**src/rtl/sysctl_pkg.sv**
```systemverilog
package sysctl_pkg;

    // Register offsets (byte addresses on the bus)
    localparam int OFS_STATUS = 'h04;
    localparam int OFS_SRST   = 'h0c;
    localparam int OFS_MISC   = 'h30;
    localparam int OFS_CLKCTL = 'h34;

    // Status word fields
    localparam int ST_OSC_BIT   = 30;
    localparam int ST_SPEED_LSB = 15;
    localparam int ST_SPEED_W   = 3;
    localparam int ST_RATIO_LSB = 18;
    localparam int ST_RATIO_W   = 2;

    // Clock-control word fields
    localparam int CC_GATE_LSB   = 1;
    localparam int CC_NUM_GATES  = 13;
    localparam int CC_KEEP_BIT   = 10;
    localparam int CC_CLKRUN_BIT = 16;
    localparam int CC_VDIV_LSB   = 24;
    localparam int CC_VDIV_W     = 5;
    localparam int CC_SEC_BIT    = 29;

    // Miscellaneous word fields
    localparam int MC_PCI66_BIT = 18;

    // Soft-reset word
    localparam int SR_CPU1_BIT = 30;

    typedef enum logic [0:0] {
        SR_IDLE  = 1'b0,
        SR_PULSE = 1'b1
    } srst_state_e;

    // Bits of the clock-control word that hold storage
    function automatic logic [31:0] clkctl_mask();
        logic [31:0] m;
        m = '0;
        for (int b = CC_GATE_LSB; b < CC_GATE_LSB + CC_NUM_GATES; b++) begin
            if (b != CC_KEEP_BIT) m[b] = 1'b1;
        end
        m[CC_CLKRUN_BIT] = 1'b1;
        for (int b = CC_VDIV_LSB; b < CC_VDIV_LSB + CC_VDIV_W; b++) m[b] = 1'b1;
        m[CC_SEC_BIT] = 1'b1;
        return m;
    endfunction

endpackage

```
**src/rtl/sysctl_regs.sv**
```systemverilog
module sysctl_regs
    import sysctl_pkg::*;
#(
    parameter int ADDR_W = 8
) (
    input  logic              clk,
    input  logic              rst_n,
    input  logic [ADDR_W-1:0] addr,
    input  logic              we,
    input  logic [31:0]       wdata,
    input  logic              strap_osc,
    input  logic [ST_SPEED_W-1:0] strap_speed,
    input  logic [ST_RATIO_W-1:0] strap_ratio,
    input  logic [31:0]       srst_view,
    output logic [31:0]       rdata,
    output logic [31:0]       clkctl_q,
    output logic [31:0]       misc_q,
    output logic              srst_wr
);

    localparam logic [31:0] CC_MASK = clkctl_mask();
    localparam logic [31:0] MC_MASK = 32'(1) << MC_PCI66_BIT;

    logic        hit_status, hit_srst, hit_misc, hit_clkctl, hit_none;
    logic        loaded_q;
    logic [31:0] status_q;

    always_comb begin
        hit_status = (addr == ADDR_W'(OFS_STATUS));
        hit_srst   = (addr == ADDR_W'(OFS_SRST));
        hit_misc   = (addr == ADDR_W'(OFS_MISC));
        hit_clkctl = (addr == ADDR_W'(OFS_CLKCTL));
        hit_none   = !(hit_status || hit_srst || hit_misc || hit_clkctl);
    end

    assign srst_wr = we && hit_srst;

    // Strap capture on the first cycle out of reset
    always_ff @(posedge clk or negedge rst_n) begin
        if (!rst_n) begin
            loaded_q <= 1'b0;
            status_q <= '0;
        end else if (!loaded_q) begin
            loaded_q <= 1'b1;
            status_q <= '0;
            status_q[ST_OSC_BIT] <= strap_osc;
            status_q[ST_SPEED_LSB +: ST_SPEED_W] <= strap_speed;
            status_q[ST_RATIO_LSB +: ST_RATIO_W] <= strap_ratio;
        end
    end

    always_ff @(posedge clk or negedge rst_n) begin
        if (!rst_n) begin
            clkctl_q <= '0;
            misc_q   <= '0;
        end else if (we) begin
            if (hit_clkctl) clkctl_q <= wdata & CC_MASK;
            if (hit_misc)   misc_q   <= wdata & MC_MASK;
        end
    end

    always_comb begin
        rdata = '0;
        if (hit_status) rdata = status_q;
        if (hit_srst)   rdata = srst_view;
        if (hit_misc)   rdata = misc_q;
        if (hit_clkctl) rdata = clkctl_q;
    end

    assert_status_ro_R2: assert property (@(posedge clk) disable iff (!rst_n)
        (loaded_q && $past(loaded_q)) |-> $stable(status_q));

    assert_keep_clear_R4: assert property (@(posedge clk) disable iff (!rst_n)
        (we && hit_clkctl) |=> !clkctl_q[CC_KEEP_BIT]);

    assert_unmapped_R11: assert property (@(posedge clk) disable iff (!rst_n)
        (we && hit_none) |=> ($stable(clkctl_q) && $stable(misc_q)));

endmodule

```
**src/rtl/sysctl_srst.sv**
```systemverilog
module sysctl_srst
    import sysctl_pkg::*;
#(
    parameter int PULSE_CYCLES = 8
) (
    input  logic        clk,
    input  logic        rst_n,
    input  logic        wr,
    input  logic [31:0] wdata,
    output logic [31:0] lines_q
);

    localparam int CW = $clog2(PULSE_CYCLES + 1);
    localparam logic [31:0] FORCE_MASK = 32'(1) << SR_CPU1_BIT;

    srst_state_e   state_q, state_d;
    logic [CW-1:0] cnt_q;
    logic          last_cycle;

    assign last_cycle = (cnt_q == CW'(1));

    // State register
    always_ff @(posedge clk or negedge rst_n) begin
        if (!rst_n) state_q <= SR_IDLE;
        else        state_q <= state_d;
    end

    // Transitions: launch, extend, expire
    always_comb begin
        state_d = state_q;
        unique case (state_q)
            SR_IDLE:  if (wr) state_d = SR_PULSE;
            SR_PULSE: if (!wr && last_cycle) state_d = SR_IDLE;
            default:  state_d = SR_IDLE;
        endcase
    end

    // Outputs: active lines and cycle counter
    always_ff @(posedge clk or negedge rst_n) begin
        if (!rst_n) begin
            lines_q <= '0;
            cnt_q   <= '0;
        end else if (wr) begin
            lines_q <= lines_q | wdata | FORCE_MASK;
            cnt_q   <= CW'(PULSE_CYCLES);
        end else if (state_q == SR_PULSE) begin
            if (last_cycle) begin
                lines_q <= '0;
                cnt_q   <= '0;
            end else begin
                cnt_q <= cnt_q - CW'(1);
            end
        end
    end

    assert_idle_quiet_R7: assert property (@(posedge clk) disable iff (!rst_n)
        (state_q == SR_IDLE) |-> (lines_q == '0));

    assert_expire_R7: assert property (@(posedge clk) disable iff (!rst_n)
        (state_q == SR_PULSE && last_cycle && !wr) |=> (lines_q == '0));

    assert_cpu1_forced_R8: assert property (@(posedge clk) disable iff (!rst_n)
        wr |=> lines_q[SR_CPU1_BIT]);

    assert_extend_keeps_R9: assert property (@(posedge clk) disable iff (!rst_n)
        (wr && state_q == SR_PULSE) |=> ((lines_q & $past(lines_q)) == $past(lines_q)));

endmodule

```
**src/rtl/sysctl_gates.sv**
```systemverilog
module sysctl_gates
    import sysctl_pkg::*;
#(
    parameter int NUM_GATES = 13,
    parameter int GATE_LSB  = 1,
    parameter int KEEP_BIT  = 10
) (
    input  logic                 clk,
    input  logic                 rst_n,
    input  logic [31:0]          ctl,
    output logic [NUM_GATES-1:0] run_en
);

    for (genvar g = 0; g < NUM_GATES; g++) begin : g_gate
        if (GATE_LSB + g == KEEP_BIT) begin : g_keep
            assign run_en[g] = 1'b1;
        end else begin : g_reg
            always_ff @(posedge clk or negedge rst_n) begin
                if (!rst_n) run_en[g] <= 1'b1;
                else        run_en[g] <= !ctl[GATE_LSB + g];
            end

            assert_gate_lag_R3: assert property (@(posedge clk) disable iff (!rst_n)
                ##1 (run_en[g] == !$past(ctl[GATE_LSB + g])));
        end
    end

endmodule

```
**src/rtl/sysctl_clkrst.sv**
```systemverilog
module sysctl_clkrst
    import sysctl_pkg::*;
#(
    parameter int ADDR_W       = 8,
    parameter int NUM_GATES    = CC_NUM_GATES,
    parameter int PULSE_CYCLES = 8
) (
    input  logic                  clk,
    input  logic                  rst_n,
    input  logic [ADDR_W-1:0]     bus_addr,
    input  logic                  bus_we,
    input  logic [31:0]           bus_wdata,
    output logic [31:0]           bus_rdata,
    input  logic                  strap_osc_30m,
    input  logic [ST_SPEED_W-1:0] strap_bus_speed,
    input  logic [ST_RATIO_W-1:0] strap_cpu_ratio,
    output logic [NUM_GATES-1:0]  clk_run_en,
    output logic                  pci_clkrun_en,
    output logic                  pci_66m_sel,
    output logic                  sec_clk_full,
    output logic [CC_VDIV_W-1:0]  video_half_div,
    output logic [31:0]           soft_rst
);

    logic [31:0] clkctl_q, misc_q;
    logic        srst_wr;

    sysctl_regs #(.ADDR_W(ADDR_W)) u_regs (
        .clk         (clk),
        .rst_n       (rst_n),
        .addr        (bus_addr),
        .we          (bus_we),
        .wdata       (bus_wdata),
        .strap_osc   (strap_osc_30m),
        .strap_speed (strap_bus_speed),
        .strap_ratio (strap_cpu_ratio),
        .srst_view   (soft_rst),
        .rdata       (bus_rdata),
        .clkctl_q    (clkctl_q),
        .misc_q      (misc_q),
        .srst_wr     (srst_wr)
    );

    sysctl_srst #(.PULSE_CYCLES(PULSE_CYCLES)) u_srst (
        .clk     (clk),
        .rst_n   (rst_n),
        .wr      (srst_wr),
        .wdata   (bus_wdata),
        .lines_q (soft_rst)
    );

    sysctl_gates #(
        .NUM_GATES (NUM_GATES),
        .GATE_LSB  (CC_GATE_LSB),
        .KEEP_BIT  (CC_KEEP_BIT)
    ) u_gates (
        .clk    (clk),
        .rst_n  (rst_n),
        .ctl    (clkctl_q),
        .run_en (clk_run_en)
    );

    assign pci_clkrun_en  = clkctl_q[CC_CLKRUN_BIT];
    assign sec_clk_full   = clkctl_q[CC_SEC_BIT];
    assign video_half_div = clkctl_q[CC_VDIV_LSB +: CC_VDIV_W];
    assign pci_66m_sel    = misc_q[MC_PCI66_BIT];

    assert_misc_hold_R6: assert property (@(posedge clk) disable iff (!rst_n)
        !(bus_we && bus_addr == ADDR_W'(OFS_MISC)) |=> $stable(pci_66m_sel));

endmodule

```
**config.mk**
```make
export PLATFORM = sky130hd
export DESIGN_NAME = sysctl_clkrst
export DESIGN_NICKNAME = d
export VERILOG_FILES = /design/src/rtl/sysctl_pkg.sv /design/src/rtl/sysctl_regs.sv /design/src/rtl/sysctl_srst.sv /design/src/rtl/sysctl_gates.sv /design/src/rtl/sysctl_clkrst.sv
export SDC_FILE = /design/constraint.sdc
export NUM_CORES = 1
export LEC_CHECK = 0
export CORE_ASPECT_RATIO = 1.75
export CORE_MARGIN = 2
export CORE_UTILIZATION = 46
export DETAILED_ROUTE_END_ITERATION = 6
export PLACE_DENSITY = 0.84
export SLEW_MARGIN = 20
export SYNTH_ARGS = -nofsm -noshare
export SYNTH_HDL_FRONTEND = slang
export SYNTH_SLANG_ARGS = --single-unit
```
**constraint.sdc**
```tcl
create_clock -name clk -period 4 [get_ports clk]
set_clock_uncertainty 0.1 [all_clocks]
set_input_delay 1 -clock clk [delete_from_list [all_inputs] [get_ports clk]]
set_output_delay 1 -clock clk [all_outputs]
set_load 0.01 [all_outputs]
```
# Word-level counts from Yosys, hierarchy flattened
# Cells that the tools add are included.
[classes] addsub=1 n_eq_ne=5 muxes=13 n_bitwise=2 n_reduce_logical=20
[ops] operator="$mux W32" count=6
[ops] operator="$or A32 B32 Y32" count=1
[ops] operator="$mux W31" count=1
[ops] operator="$eq A8 B6 Y1 const B" count=2
[ops] operator="$logic_not A1 Y1" count=13
[ops] operator="$mux W4" count=3
[ops] operator="$eq A8 B3 Y1 const B" count=1
[ops] operator="$eq A8 B4 Y1 const B" count=1
[ops] operator="$reduce_and A2 Y1" count=3
[ops] operator="$eq A4 B1 Y1 const B" count=1
[ops] operator="$reduce_bool A2 Y1" count=2
[ops] operator="$sub A4 B1 Y4 const B" count=1
[ops] operator="$logic_and A1 B1 Y1" count=2
[ops] operator="$mux W1" count=2
[ops] operator="$pmux W1 S2" count=1
[ops] operator="$not A1 Y1" count=1
[word_totals] ff_bits=76 in_bits=49

# Logic depth before layout (Yosys ltp)
[logic_depth] depth_word=6 depth_mapped=8 ltp_nobuf=6

# Modules after synthesis
# From an unflattened synthesis, not the netlist that was laid out.
[unflattened] hier_cells=331 hier_area_um2=3608.5
[by_module_without_submodules] mod="sysctl_regs" instances=1 cells_each=178 area_per_inst_um2=1851.8
[by_module_without_submodules] mod="sysctl_srst" instances=1 cells_each=127 area_per_inst_um2=1385.1
[by_module_without_submodules] mod="sysctl_gates" instances=1 cells_each=26 area_per_inst_um2=371.6

# Least setup slack after synthesis
# OpenSTA, ideal clock, no wires.
[synth_path] path_kind="input port to output port" start="input port bus_addr[7]" end="output port bus_rdata[11]" arrival_time_ps=2121 required_ps=2900 path_slack_ps=779 cell_stages=5 path_buffers=2 cell_sequence="nor4b_2 > and4_1 > buf_2 > buf_2 > a22o_1"
[synth_between] elab_chain_len=4
[synth_rtl] element="start: declaration" line="sysctl_clkrst.sv:10" text="input logic [ADDR_W-1:0] bus_addr,"
[synth_rtl] element="$eq A8 B4 Y1" line="sysctl_regs.sv:30" text="hit_srst = (addr == ADDR_W'(OFS_SRST));"
[synth_rtl] element="$mux W32" line="sysctl_regs.sv:65" text="if (hit_srst) rdata = srst_view;"
[synth_rtl] element="$mux W32" line="sysctl_regs.sv:66" text="if (hit_misc) rdata = misc_q;"
[synth_rtl] element="$mux W32 (*)" line="sysctl_regs.sv:67" text="if (hit_clkctl) rdata = clkctl_q;"
[synth_rtl] element="end: declaration" line="sysctl_clkrst.sv:13" text="output logic [31:0] bus_rdata,"
# Every way passes the cells marked *; elsewhere a longest branch is shown, timed or not.

# Worst setup path in the final report
[layout_path] start="input port bus_addr[3]" end="output port bus_rdata[4]"
# Same word-level chain as after synthesis.

==> out/metrics.yaml <==
slew_headroom: 0.384
synthXorXnorAreaFrac: 0.00267
worst_slew_pin_slew_ps: 924
critPathArrivalTime_ps: 2810
synth-compound-area-share: 0.153
postRouteAntennaNets: 0
diodes: 0
cts_buffers: 9
first_pass_iters: 4
post_drt_wl_per_cell_um: 19.0
worstHoldPathType: "reg2reg"
required_ps: 2900
r2r_end: "u_srst.lines_q[6]$_DFFE_PN0P_"
worstPathMaxFanout: 10
syn-cell-area_um2: 3280
start_util: 0.475
cp_slowest_stage_delay_ps: 520
drc: 0
finalHoldViolations: 0
post-place-ws_ps: -181
fin_crit_ps: 3910
vias: 2546
cap_viol_max_count: 0
nFillCells: 504
dp.final_hpwl_mm: 5.94
grt_pass1_wl_mm: 13.1
worstSkewPairLatency_ps: 330
synth_mux_area_frac: 0.104
grt_max_degree: 77
final_nets: 428
grt_overflow: 0
synth-seq-area-share: 0.584
drv_slew: 0
cts-root-buf: "clkbuf_16"
num_rows: 40
cts_tree: "yes"
critPathSlowestCell: "clkdlybuf4s50_1"
worst_slack_ps: 86.2
reg2reg_slack_ps: 1940
status: "finished, final reports clean"
power.leakage_nw: 2.35
whs_ps: 293
gp_congestion: 0.819
holdBufCountCts: 0
fp.coreArea_um2: 6910
finalCritPeriodShare: 0.978
clk_path_buf_depth: 2
ys_types: 38
synthSimpleGateAreaFrac: 0.0801
dieArea_um2: 7850
synth_seq_cells: 76
power_density_nw_per_um2: 379
clkSinkCount: 76
ios: 134
hold_path_end: "u_gates.run_en[1]$_DFF_PN1_"
syn2layout_area_growth_pct: 50.4
clock.fmax_mhz: 256
fin_util: 0.715
finalNonFillerCells: 466
cp_cell_sequence: "clkdlybuf4s50_1 -> nor4b_2 -> and4_4 -> buf_12 -> a22o_1 -> clkdlybuf4s50_1"
cp_common_cell: "clkdlybuf4s50_1"
avgSynthCellArea_um2: 13.6
synth-warning-count: 0
grt_pass1_vias: 2544
peakVddDrop_uv: 239
holdPathStages: 1
crit_path_start_kind: "input pin"
wl_mm: 8.86
drive_gt1_frac: 0.191
clk_pin_slew_ps: 60
reg2reg_depth: 7
setup_viol: 0
tns_ps: 0
dieHeight_um: 116
min-delay-start: "u_regs.clkctl_q[2]$_DFFE_PN0P_"
cp-end-kind: "primary output"
timing.rr.start: "u_srst.cnt_q[1]$_DFFE_PN0P_"
synth_adder_area_share: 0.00762
port-buffer-count: 131
synth_cells: 242
grt_usage: 0.234
die_w_um: 67.9
critPathKind: "in2out"
htreeDepth: 3
drt_iter0_markers: 161
synth_top_family_by_area: "compound AO/OA/AOI/OAI gates"
antenna_found_initial: 0
dpl.cell_count: 446
viasPerCell: 5.46
cell usage after synthesis, drive strengths merged:
cell type / instances / share of area
nor4: 1 / 0.0038
inv: 14 / 0.016
dfrtp: 64 / 0.49
nor2: 5 / 0.0057
or3b: 1 / 0.0034
xnor2: 1 / 0.0027
a211o: 1 / 0.0031
and2: 9 / 0.017
nand3: 1 / 0.0015
dfstp: 12 / 0.096
o21ai: 2 / 0.0031
clkbuf: 5 / 0.0057
or4b: 1 / 0.0031
a211oi: 1 / 0.0023
ha: 2 / 0.0076
mux2: 27 / 0.10
nand4: 1 / 0.0019
a22o: 52 / 0.14
and4: 2 / 0.0053
nor4b: 1 / 0.0046
and3: 2 / 0.0038
a22oi: 2 / 0.0046
nand2b: 2 / 0.0061
a21oi: 1 / 0.0015
nand3b: 1 / 0.0023
nor3: 1 / 0.0015
nand2: 9 / 0.013
and4b: 1 / 0.0031
nor3b: 1 / 0.0023
conb: 1 / 0.0011
or2: 1 / 0.0019
buf: 17 / 0.045
where the power goes:
part	total [mW]	switching, mW	leakage, nW	internal, mW
clock	0.721	0.282	0.125	0.438
combinational	0.262	0.102	1.24	0.159
sequential	0.887	0.0510	0.988	0.836
total	1.87	0.435	2.35	1.43
logic make-up after synthesis:
| logic type | after synthesis |
|---|---|
| flops | 76 |
| buf+inv | 36 |
| fa+ha+maj | 2 |
| compound gates | 59 |
| xor+xnor | 1 |
| mux | 27 |
| other cells | 1 |
| simple gates | 40 |
flip-flops by register name, summed over array words and instances, names as in the netlist:
name	flops
u_regs.status_q	6
u_regs.loaded_q	1
u_srst.lines_q	32
u_srst.state_q	1
u_regs.misc_q	1
u_gates.run_en	12
u_regs.clkctl_q	19
u_srst.cnt_q	4
per-stage QoR:
stage	power [mW]	area, um^2
floorplan	1.00	3290
global placement	1.14	4630
detailed placement	1.16	4630
CTS	1.88	4880
global route	1.94	4940
finish	1.87	4940
what timing repair did:
action / 4_1_cts / 5_1_grt
endpoints found under the setup margin: 31 / 4
gates resized for setup: 30 / 5
setup buffers: 1 / 2
pin swaps: 5 / 3
gates cloned: 0 / 1
routing by layer:
layer / part of all wire / wire [um] / vias to the layer above / global-route usage
li1: - / - / 1138 / -
met1: 0.37 / 3280 / 1279 / 0.270
met2: 0.55 / 4880 / 115 / 0.395
met3: 0.055 / 491 / 14 / 0.0524
met4: 0.023 / 208 / 0 / 0.128
met5: 0 / 0 / - / 0
how the worst max path moves through the flow:
stage | cells after the start | to | from
3_3_place_gp | 6 | bus_rdata[28] | bus_addr[7]
2_1_floorplan | 5 | bus_rdata[11] | bus_addr[7]
4_1_cts | 6 | bus_rdata[4] | bus_addr[6]
3_5_place_dp | 6 | bus_rdata[21] | bus_addr[7]
6_report | 6 | bus_rdata[4] | bus_addr[3]
5_1_grt | 6 | bus_rdata[4] | bus_addr[3]
critical path, delay by kind of cell:
kind                   cells  cell delay [ps]
buffers and inverters      3             1110
and+or+nand+nor            2              570
AOI/OAI and AO/OA          1              120
layout by cell type (no fill, tap or decap), drive strengths merged:
cell type      instances
dfrtp                 64
conb                   2
clkbuf                17
clkdlybuf4s50        101
nand3                  1
dfstp                 12
a22oi                  2
or2                    1
and4b                  1
and3                   2
nor4b                  1
a21oi                  1
o21ai                  2
and4                   2
a22o                  52
nand2                  9
nand2b                 2
buf                   14
a211oi                 1
nor3b                  1
or4b                   1
a211o                  1
nor2                   5
ha                     2
xnor2                  1
mux2                  27
nor3                   1
nor4                   1
or3b                   1
and2                   9
nand4                  1
inv                   14
dlymetal6s2s           2
dlygate4sd2           27
nand3b                 1
cell type report:
cell class | count | area [um^2] | share of cell area
sequential | 76 | 1920 | 0.388
timing repair buffer | 145 | 1440 | 0.291
multi-input combinational | 131 | 1160 | 0.236
clock buffer | 16 | 262 | 0.0530
tap | 84 | 105 | 0.0213
inverter | 14 | 52.6 | 0.0106
(Power assumes the default switching activity.)
